==> src/rtl/i2cb_pkg.sv <==
package i2cb_pkg;
  localparam int BYTE_W = 8;
  localparam int CF_STOP  = 0;
  localparam int CF_START = 1;
  localparam int CF_PAUSE = 2;
  localparam int CF_ACK   = 4;
  localparam int CF_DIR   = 5;
  localparam int CF_IE    = 6;
  localparam int CF_BUSY  = 7;

  typedef enum logic [1:0] {
    OP_START = 2'd0,
    OP_STOP  = 2'd1,
    OP_BIT   = 2'd2
  } line_op_e;

  typedef enum logic [2:0] {
    SQ_IDLE, SQ_START, SQ_BITS, SQ_ACK, SQ_STOP, SQ_DONE
  } seq_e;
endpackage

==> src/rtl/i2cb_quarter_tick.sv <==
module i2cb_quarter_tick #(
  parameter int DIV = 8
) (
  input  logic clk,
  input  logic rst_n,
  input  logic run,
  output logic tick
);
  localparam int CW = (DIV > 1) ? $clog2(DIV) : 1;
  localparam logic [CW-1:0] LAST = CW'(DIV - 1);

  logic [CW-1:0] cnt;

  always_ff @(posedge clk or negedge rst_n) begin
    if (!rst_n)           cnt <= '0;
    else if (!run)        cnt <= '0;
    else if (cnt == LAST) cnt <= '0;
    else                  cnt <= cnt + 1'b1;
  end

  assign tick = run && (cnt == LAST);
endmodule

==> src/rtl/i2cb_line_engine.sv <==
module i2cb_line_engine
  import i2cb_pkg::*;
(
  input  logic     clk,
  input  logic     rst_n,
  input  logic     go,
  input  line_op_e op,
  input  logic     tx_bit,
  input  logic     tick,
  input  logic     sda_in,
  output logic     busy,
  output logic     done,
  output logic     rx_bit,
  output logic     scl_low,
  output logic     sda_low
);
  line_op_e op_q;
  logic     bit_q;
  logic [1:0] phase;
  logic     nscl, nsda;

  always_comb begin
    case (op_q)
      OP_START: begin
        nscl = (phase == 2'd0) || (phase == 2'd3);
        nsda = phase[1];
      end
      OP_STOP: begin
        nscl = (phase == 2'd0);
        nsda = !phase[1];
      end
      default: begin
        nscl = (phase == 2'd0) || (phase == 2'd3);
        nsda = !bit_q;
      end
    endcase
  end

  always_ff @(posedge clk or negedge rst_n) begin
    if (!rst_n) begin
      busy    <= 1'b0;
      done    <= 1'b0;
      phase   <= 2'd0;
      op_q    <= OP_STOP;
      bit_q   <= 1'b1;
      rx_bit  <= 1'b0;
      scl_low <= 1'b0;
      sda_low <= 1'b0;
    end else begin
      done <= 1'b0;
      if (!busy) begin
        if (go) begin
          busy  <= 1'b1;
          phase <= 2'd0;
          op_q  <= op;
          bit_q <= tx_bit;
        end
      end else begin
        scl_low <= nscl;
        sda_low <= nsda;
        if (tick) begin
          if (phase == 2'd1 && op_q == OP_BIT) rx_bit <= sda_in;
          if (phase == 2'd3) begin
            busy <= 1'b0;
            done <= 1'b1;
          end
          phase <= phase + 2'd1;
        end
      end
    end
  end


  sda_steady_high_chk: assert property (@(posedge clk) disable iff (!rst_n)
    (busy && op_q == OP_BIT && !scl_low && !$past(scl_low)) |-> $stable(sda_low));


  done_after_run_chk: assert property (@(posedge clk) disable iff (!rst_n)
    done |-> $past(busy));
endmodule

==> src/rtl/i2c_byte_master.sv <==
module i2c_byte_master
  import i2cb_pkg::*;
#(
  parameter int DIV = 8
) (
  input  logic              clk,
  input  logic              rst_n,
  input  logic              bus_we,
  input  logic              bus_sel,
  input  logic [BYTE_W-1:0] bus_wdata,
  output logic [BYTE_W-1:0] bus_rdata,
  output logic              irq,
  output logic              scl_low,
  input  logic              sda_in,
  output logic              sda_low
);
  localparam int BCW = $clog2(BYTE_W);
  localparam logic [BCW-1:0] LAST_BIT = BCW'(BYTE_W - 1);

  logic [BYTE_W-1:0] data_q, shreg;
  logic stop_q, start_q, pause_q, ack_q, dir_q, ie_q, busy_q;
  seq_e st;
  logic pend;
  logic [BCW-1:0] bitcnt;
  logic eng_go, eng_bit, eng_busy, eng_done, eng_rx, tick;
  line_op_e eng_op;
  logic launch;

  assign launch = bus_we && bus_sel && bus_wdata[CF_BUSY] && !busy_q;

  i2cb_quarter_tick #(.DIV(DIV)) u_tick (
    .clk(clk), .rst_n(rst_n), .run(eng_busy), .tick(tick)
  );

  i2cb_line_engine u_eng (
    .clk(clk), .rst_n(rst_n), .go(eng_go), .op(eng_op), .tx_bit(eng_bit),
    .tick(tick), .sda_in(sda_in), .busy(eng_busy), .done(eng_done),
    .rx_bit(eng_rx), .scl_low(scl_low), .sda_low(sda_low)
  );

  always_ff @(posedge clk or negedge rst_n) begin
    if (!rst_n) begin
      data_q  <= '0;
      shreg   <= '0;
      stop_q  <= 1'b0;
      start_q <= 1'b0;
      pause_q <= 1'b0;
      ack_q   <= 1'b0;
      dir_q   <= 1'b0;
      ie_q    <= 1'b0;
      busy_q  <= 1'b0;
      st      <= SQ_IDLE;
      pend    <= 1'b0;
      bitcnt  <= '0;
      eng_go  <= 1'b0;
      eng_op  <= OP_STOP;
      eng_bit <= 1'b1;
      irq     <= 1'b0;
    end else begin
      eng_go <= 1'b0;
      irq    <= 1'b0;
      if (st == SQ_IDLE) begin
        if (bus_we && !bus_sel) data_q <= bus_wdata;
        if (bus_we && bus_sel) begin
          stop_q  <= bus_wdata[CF_STOP];
          start_q <= bus_wdata[CF_START];
          pause_q <= bus_wdata[CF_PAUSE];
          ack_q   <= bus_wdata[CF_ACK];
          dir_q   <= bus_wdata[CF_DIR];
          ie_q    <= bus_wdata[CF_IE];
        end
        if (launch) begin
          busy_q <= 1'b1;
          pend   <= 1'b0;
          bitcnt <= '0;
          shreg  <= data_q;
          if (bus_wdata[CF_START])      st <= SQ_START;
          else if (!bus_wdata[CF_PAUSE]) st <= SQ_BITS;
          else if (bus_wdata[CF_STOP])   st <= SQ_STOP;
          else                           st <= SQ_DONE;
        end
      end else if (st == SQ_DONE) begin
        busy_q <= 1'b0;
        irq    <= ie_q;
        st     <= SQ_IDLE;
      end else if (!pend) begin
        pend   <= 1'b1;
        eng_go <= 1'b1;
        case (st)
          SQ_START: begin eng_op <= OP_START; eng_bit <= 1'b1; end
          SQ_STOP:  begin eng_op <= OP_STOP;  eng_bit <= 1'b1; end
          SQ_BITS:  begin eng_op <= OP_BIT;   eng_bit <= dir_q ? 1'b1 : shreg[BYTE_W-1]; end
          default:  begin eng_op <= OP_BIT;   eng_bit <= dir_q ? !ack_q : 1'b1; end
        endcase
      end else if (eng_done) begin
        pend <= 1'b0;
        case (st)
          SQ_START: st <= pause_q ? (stop_q ? SQ_STOP : SQ_DONE) : SQ_BITS;
          SQ_BITS: begin
            shreg  <= {shreg[BYTE_W-2:0], eng_rx};
            bitcnt <= bitcnt + 1'b1;
            if (bitcnt == LAST_BIT) st <= SQ_ACK;
          end
          SQ_ACK: begin
            if (dir_q) data_q <= shreg;
            else       ack_q  <= !eng_rx;
            st <= stop_q ? SQ_STOP : SQ_DONE;
          end
          default: st <= SQ_DONE;
        endcase
      end
    end
  end

  assign bus_rdata = bus_sel
    ? {busy_q, ie_q, dir_q, ack_q, 1'b0, pause_q, start_q, stop_q}
    : data_q;


  irq_on_busy_fall_chk: assert property (@(posedge clk) disable iff (!rst_n)
    irq |-> (!busy_q && $past(busy_q) && ie_q));


  busy_rise_chk: assert property (@(posedge clk) disable iff (!rst_n)
    $rose(busy_q) |-> $past(bus_we && bus_sel && bus_wdata[CF_BUSY]));


  flags_hold_chk: assert property (@(posedge clk) disable iff (!rst_n)
    busy_q |=> ($stable(dir_q) && $stable(ie_q) && $stable(stop_q)));


  idle_lines_chk: assert property (@(posedge clk) disable iff (!rst_n)
    (!busy_q && !$past(busy_q)) |-> ($stable(scl_low) && $stable(sda_low)));
endmodule

==> config.mk <==
export PLATFORM = sky130hd
export DESIGN_NAME = i2c_byte_master
export DESIGN_NICKNAME = d
export VERILOG_FILES = /design/src/rtl/i2cb_pkg.sv /design/src/rtl/i2cb_quarter_tick.sv /design/src/rtl/i2cb_line_engine.sv /design/src/rtl/i2c_byte_master.sv
export SDC_FILE = /design/constraint.sdc
export NUM_CORES = 1
export LEC_CHECK = 0
export ABC_AREA = 0
export BUFFER_PORTS_ARGS = -buffer_cell sky130_fd_sc_hd__buf_2
export CAP_MARGIN = 20
export CORE_MARGIN = 5
export CORE_UTILIZATION = 45
export DETAILED_ROUTE_END_ITERATION = 6
export PLACE_DENSITY = 0.62
export SLEW_MARGIN = 10
export SYNTH_ARGS = -nofsm -noshare
export SYNTH_HDL_FRONTEND = slang
export SYNTH_HIERARCHICAL = 1
export SYNTH_SLANG_ARGS = --single-unit
==> constraint.sdc <==
create_clock -name clk -period 2.9 [get_ports clk]
set_clock_uncertainty 0.2 [all_clocks]
set_input_delay 0.435 -clock clk [delete_from_list [all_inputs] [get_ports clk]]
set_output_delay 0.435 -clock clk [all_outputs]
set_load 0.1 [all_outputs]
==> results of run 1 <==
==> layout by cell type, fill, tap and decap left out, drive strengths merged, types with 7 or more instances in the layout <==
cell type  count
ha             7
nand2         51
a21oi         11
o21ai         14
clkbuf         7
mux2          35
dfrtp         44
inv           11
buf           26
nor2          14
==> synth_stat cells (2+ instances only) <==
master / count
a21oi_1: 11
mux2_2: 26
o22ai_1: 3
mux2i_1: 4
a211oi_1: 2
a31oi_1: 2
nor2_1: 13
inv_1: 11
buf_2: 7
ha_1: 7
o21ai_0: 12
buf_4: 2
nor4b_1: 2
mux2_4: 9
dfrtp_1: 44
and2_2: 3
buf_6: 4
and3_1: 3
nor2b_1: 4
a32o_1: 2
dfstp_2: 4
nand2_1: 51
==> flip-flops by register name (all words and copies together) (netlist names), 2 cells and up <==
| signal | cells |
|---|---|
| data_q | 8 |
| shreg | 8 |
| bitcnt | 3 |
| st | 3 |
| u_tick/cnt | 3 |
| eng_op | 2 |
| u_eng/op_q | 2 |
| u_eng/phase | 2 |
==> path summary, 6_finish.rpt <==
check,cells after the start,endpoint,slack [ps]
max in group asynchronous,2,st[1],2070
min in group clk,2,u_eng/rx_bit,180
hold / removal,2,shreg[2],20
hold reg to reg,1,u_tick/cnt[0],260
setup / recovery,5,ack_q,680
setup reg to reg,5,ack_q,680
==> metal layers <==
metal	vias to the layer above	global-route usage	wire (microns)
li1	904	-	-
met1	856	0.237	2650
met2	27	0.230	2300
met3	6	0.0314	149
met4	0	0.0382	60
met5	-	0	0
==> layout make-up <==
class | count | share of cell area
clock buffers | 7 | 0.0303
multi-input cells | 179 | 0.449
repair buffers | 26 | 0.0483
well taps | 72 | 0.0316
clock inverters | 1 | 0.00264
inverters | 11 | 0.0145
flip-flops and latches | 48 | 0.424
==> kinds of logic (layout without fill, tap and decap cells) <==
| family | after synthesis | count (layout) | share of synthesized area |
|---|---|---|---|
| AND/OR/NAND/NOR | 90 | 90 | 0.169 |
| flip-flops | 48 | 48 | 0.459 |
| AO/OA/AOI/OAI | 41 | 41 | 0.100 |
| multiplexers | 39 | 39 | 0.178 |
| buffers and inverters | 25 | 45 | 0.0534 |
| adder cells (fa/ha/maj) | 7 | 7 | 0.0334 |
| XOR/XNOR | 2 | 2 | 0.00667 |
==> worst max-delay path, stage by stage, from the launching register on <==
cell	delay, ps
dfrtp_1	830
nor3_4	30
buf_4	220
and3_1	290
a21oi_1	220
mux2_4	310
==> power groups by stage <==
stage | clock, mW | sequential (mW) | combinational, mW
final | 0.416 | 1.16 | 1.52
after global routing | 0.465 | 1.21 | 1.67
after CTS | 0.435 | 1.16 | 1.53
after detailed placement | 0 | 1.17 | 1.52
after global placement | 0 | 1.16 | 1.52
after floorplan | 0 | 1.10 | 1.37
==> metrics by stage <==
stage          instance area, sq um  total power [mW]  hold slack [ps]
2_1_floorplan                  2630              2.47            -60.6
3_3_place_gp                   2750              2.68              244
3_5_place_dp                   2750              2.69              243
4_1_cts                        2850              3.12             45.5
5_1_grt                        2850              3.34             62.1
6_report                       2850              3.09             17.3
==> impl_metrics.yaml, run 1 <==
drt:
  drt_iter0_markers: 103
  vias: 1793
  firstDrtPassIters: 4
  routed_via_density: 5.21
  routedWlPerCell_microns: 15.0
  drtAntennaViolNets: 0
  routed_wirelength_microns: 5160
  drc: 0
sta:
  tns_ps: 0
  tightest_slew_ps: 748
  layout_min_cycle_time_ps: 2220
  fmax_mhz: 450
  setup_viol: 0
  fin_crit_sh: 0.766
  setup_ws_ps: 679
  slew_viol_final: 0
  relSlewSlack: 0.501
  hold_viol_final: 0
  grt_setup_unrepaired: "no"
cts:
  postCtsSetupRepairBufs: 0
  clk_pin_slew_ps: 90
  clock_latency_ps: 300
  cts_max_level: 2
  numCtsBuffers: 5
  cts_resized: 0
  cts_tree: "built"
  clock_sinks: 48
  postCtsHoldBufs: 0
  clk_path_buf_depth: 2
  cts-root-buf: "clkbuf_8"
yosys:
  yosysUniqueCellTypes: 48
  synth_cells: 252
  synth_edf_count: 0
  yosys.area.top_type: "dfrtp_1"
  synth.top_cell.area_share: 0.419
  postSynth.asyncResetShare: 1.00
  synth_area_leaders: "dfrtp_1, mux2_2, nand2_1"
  syn_nets: 272
  yosysSeqAreaShare: 0.459
  avgSynthCellArea_sq_um: 10.4
  ys_ff_latch: 48
  yosys_warnings: 6
  netlist_area_sq_mm: 0.00263
  synth_ff_type: "dfrtp_1"
setup_path:
  timing.rr.start: "st[0]"
  cp.required_ps: 2890
  end_kind: "register"
  crit_fanout: 25
  critPathLaunchType: "register"
  setup.worst_path.start: "st[0]"
  crit_type: "reg2reg"
  arrival_ps: 2210
floorplanning:
  start_util: 0.471
  io_pins: 24
  rows: 27
  fp.dieW_microns: 86.4
  die_area_sq_mm: 0.00746
  core_sq_mm: 0.00557
  dieHeight_microns: 86.4
pwr:
  p_comb_frac: 0.490
  power_leakage_nw: 1.40
  p_sw_frac: 0.477
  intPower_mw: 1.62
  switchingPower_mw: 1.48
  power.share.clock: 0.134
  vdd_drop_max_mv: 0.848
  cellPowerDensity_mw_per_mm2: 1090
  seqPwrFrac: 0.375
grt:
  grt_pass1_vias: 1869
  overflow: 0
  antenna_found_initial: 0
  grt_pass1_wl_microns: 9330
  grtUsageTotal: 0.157
  grt_max_degree: 49
final_layout:
  nNetsFinal: 291
  multi_input_area_sq_mm: 0.00128
  post-route-util: 0.511
  antenna_cells: 0
  stdcell_count: 344
  fill_cells: 514
  seqCellArea_sq_mm: 0.00121
  drive_gt1_frac: 0.298
  synthToLayoutAreaGrowth_pct: 8.48
placed_design:
  dp_hpwl_microns: 3630
  gp_congestion: 0.790
  portBuffers: 23
  pre_cts_ws_ps: 717
  dpl.cell_count: 336
run:
  maxCapViolations: 0
hold_path:
  hp-class: "in2async"
outcome:
  status: "completed"
No activity file was read; power rests on OpenSTA's default activity.
==> run 2: changes to the inputs <==
- PLACE_DENSITY: 0.62 -> 0.65
- clock period: 2.9 -> 2 ns (I/O delays scaled with it)
==> run 2 against run 1 <==
- critical path depth fell by 2
- hold slack improved by 26 ps
- sequential cell count did not move
- non-clock buffer count rose by 16
- critical path type is now reg2out
==> impl_metrics.yaml, run 2 (synthesis results as in run 1) <==
placed_design:
  dpl.cell_count: 351
  gp_congestion: 0.884
  dpl-instance-area_sq_mm: 0.00289
  portBuffers: 23
  dp_hpwl_microns: 3920
pwr:
  intPower_mw: 2.51
  cellPowerDensity_mw_per_mm2: 1570
  power_leakage_nw: 1.48
  vdd_drop_max_mv: 0.906
  p_comb_frac: 0.535
  seqPwrFrac: 0.336
  switchingPower_mw: 2.20
  p_total_mw: 4.71
  p_sw_frac: 0.467
  power.share.clock: 0.130
setup_path:
  arrival_ps: 1400
  crit_fanout: 3
  max_stage_delay_ps: 400
  r2r_slack_ps: 140
  r2r_cells: 5
  timing.rr.start: "st[0]"
  path_cells: "buf_4, mux2_2, buf_2"
  critPathBufInv: 2
  rr_endpoint: "ack_q"
  critPathTopFamily: "buffers and inverters"
  crit_type: "reg2out"
  critPathLaunchType: "register"
  cp.required_ps: 1500
  end_kind: "output port"
  cp_slowest_cell: "dfrtp_1"
sta:
  hold_viol_final: 0
  relSlewSlack: 0.654
  fin_crit_sh: 0.952
  layout_min_cycle_time_ps: 1900
  tightest_slew_ps: 520
  setup_viol: 0
  slew_viol_final: 0
  fmax_mhz: 525
  tns_ps: 0
  grt_setup_unrepaired: "no"
  hold_ws_ps: 43.1
drt:
  drtAntennaViolNets: 0
  drc: 0
  vias: 1896
  drt_iter0_markers: 80
  routed_via_density: 5.27
  routedWlPerCell_microns: 14.7
  firstDrtPassIters: 5
  routed_wirelength_microns: 5290
floorplanning:
  start_util: 0.471
  core_sq_mm: 0.00557
  dieHeight_microns: 86.4
  die_area_sq_mm: 0.00746
  fp.dieW_microns: 86.4
  rows: 27
  io_pins: 24
cts:
  cts_resized: 0
  clock_sinks: 48
  clock_latency_ps: 300
  clk_pin_slew_ps: 90
  postCtsHoldBufs: 1
  cts_max_level: 2
  numCtsBuffers: 5
  postCtsSetupRepairBufs: 0
  clk_path_buf_depth: 2
  cts-root-buf: "clkbuf_8"
  cts_tree: "built"
final_layout:
  nNetsFinal: 307
  layout_common_cells: "nand2_1, dfrtp_1, mux2_2"
  synthToLayoutAreaGrowth_pct: 14.2
  top_regs: "data_q x8, shreg x8"
  final_area_sq_mm: 0.00300
  layout.cells.most_common: "nand2_1"
  antenna_cells: 0
  drive_gt1_frac: 0.337
  stdcell_count: 360
grt:
  grt_max_degree: 28
  grt_pass1_wl_microns: 9380
  grt_pass1_vias: 1904
  grtUsageTotal: 0.158
  antenna_found_initial: 0
  overflow: 0
hold_path:
  whs_path_depth: 2
  hp-class: "in2reg"
  hold_end: "stop_q"
  worstHoldStart: "bus_wdata[0]"
run:
  maxCapViolations: 0
outcome:
  status: "completed"
==> run 2: changes by cell type in the layout (fill, tap and decap cells not counted), sizes merged <==
cell / delta
dlygate4sd3: +1
buf: +15
==> run 2: worst max path at each step <==
stage                 from            to  cells past startpoint
detailed placement   st[1]     data_q[4]                      5
global placement     st[0]         ack_q                      5
CTS                 busy_q  bus_rdata[7]                      3
finish              busy_q  bus_rdata[7]                      3
global route         st[1]         st[0]                      5
floorplan            st[1]     data_q[0]                      5
==> run 2: per-layer routing <==
metal,part of all wire,track usage
met1,0.49,0.230
met3,0.034,0.0333
met4,0.011,0.0467
met2,0.46,0.239
met5,0,0
==> run 2: final cells by class <==
cell class,instances,area (sq um)
multi-input cells,179,1280
flip-flops and latches,48,1210
repair buffers,42,285
well taps,72,90.1
fillers,508,2580
clock buffers,7,86.3
inverters,11,41.3
clock inverters,1,7.51
==> run 2: power groups by stage <==
stage | Clock, mW | Combinational [mW] | Sequential [mW]
after CTS | 0.628 | 2.53 | 1.58
after global placement | 0 | 2.49 | 1.60
after global routing | 0.666 | 2.74 | 1.64
after floorplan | 0 | 1.99 | 1.59
after detailed placement | 0 | 2.51 | 1.60
final | 0.611 | 2.52 | 1.58
==> run 2: worst register-to-register path, cell delays in order, from the launching register on <==
cell and delay [ps]:
dfrtp_1 470, buf_4 180, nor3_4 120, and3_1 370, a21oi_1 110, mux2_4 310
==> run 2: per-stage QoR <==
step                       util  worst slack [ps]
after floorplan               -               227
after global placement    0.519               144
after detailed placement  0.519               157
after CTS                 0.538              88.0
after global routing      0.538              48.3
final                     0.538              96.3
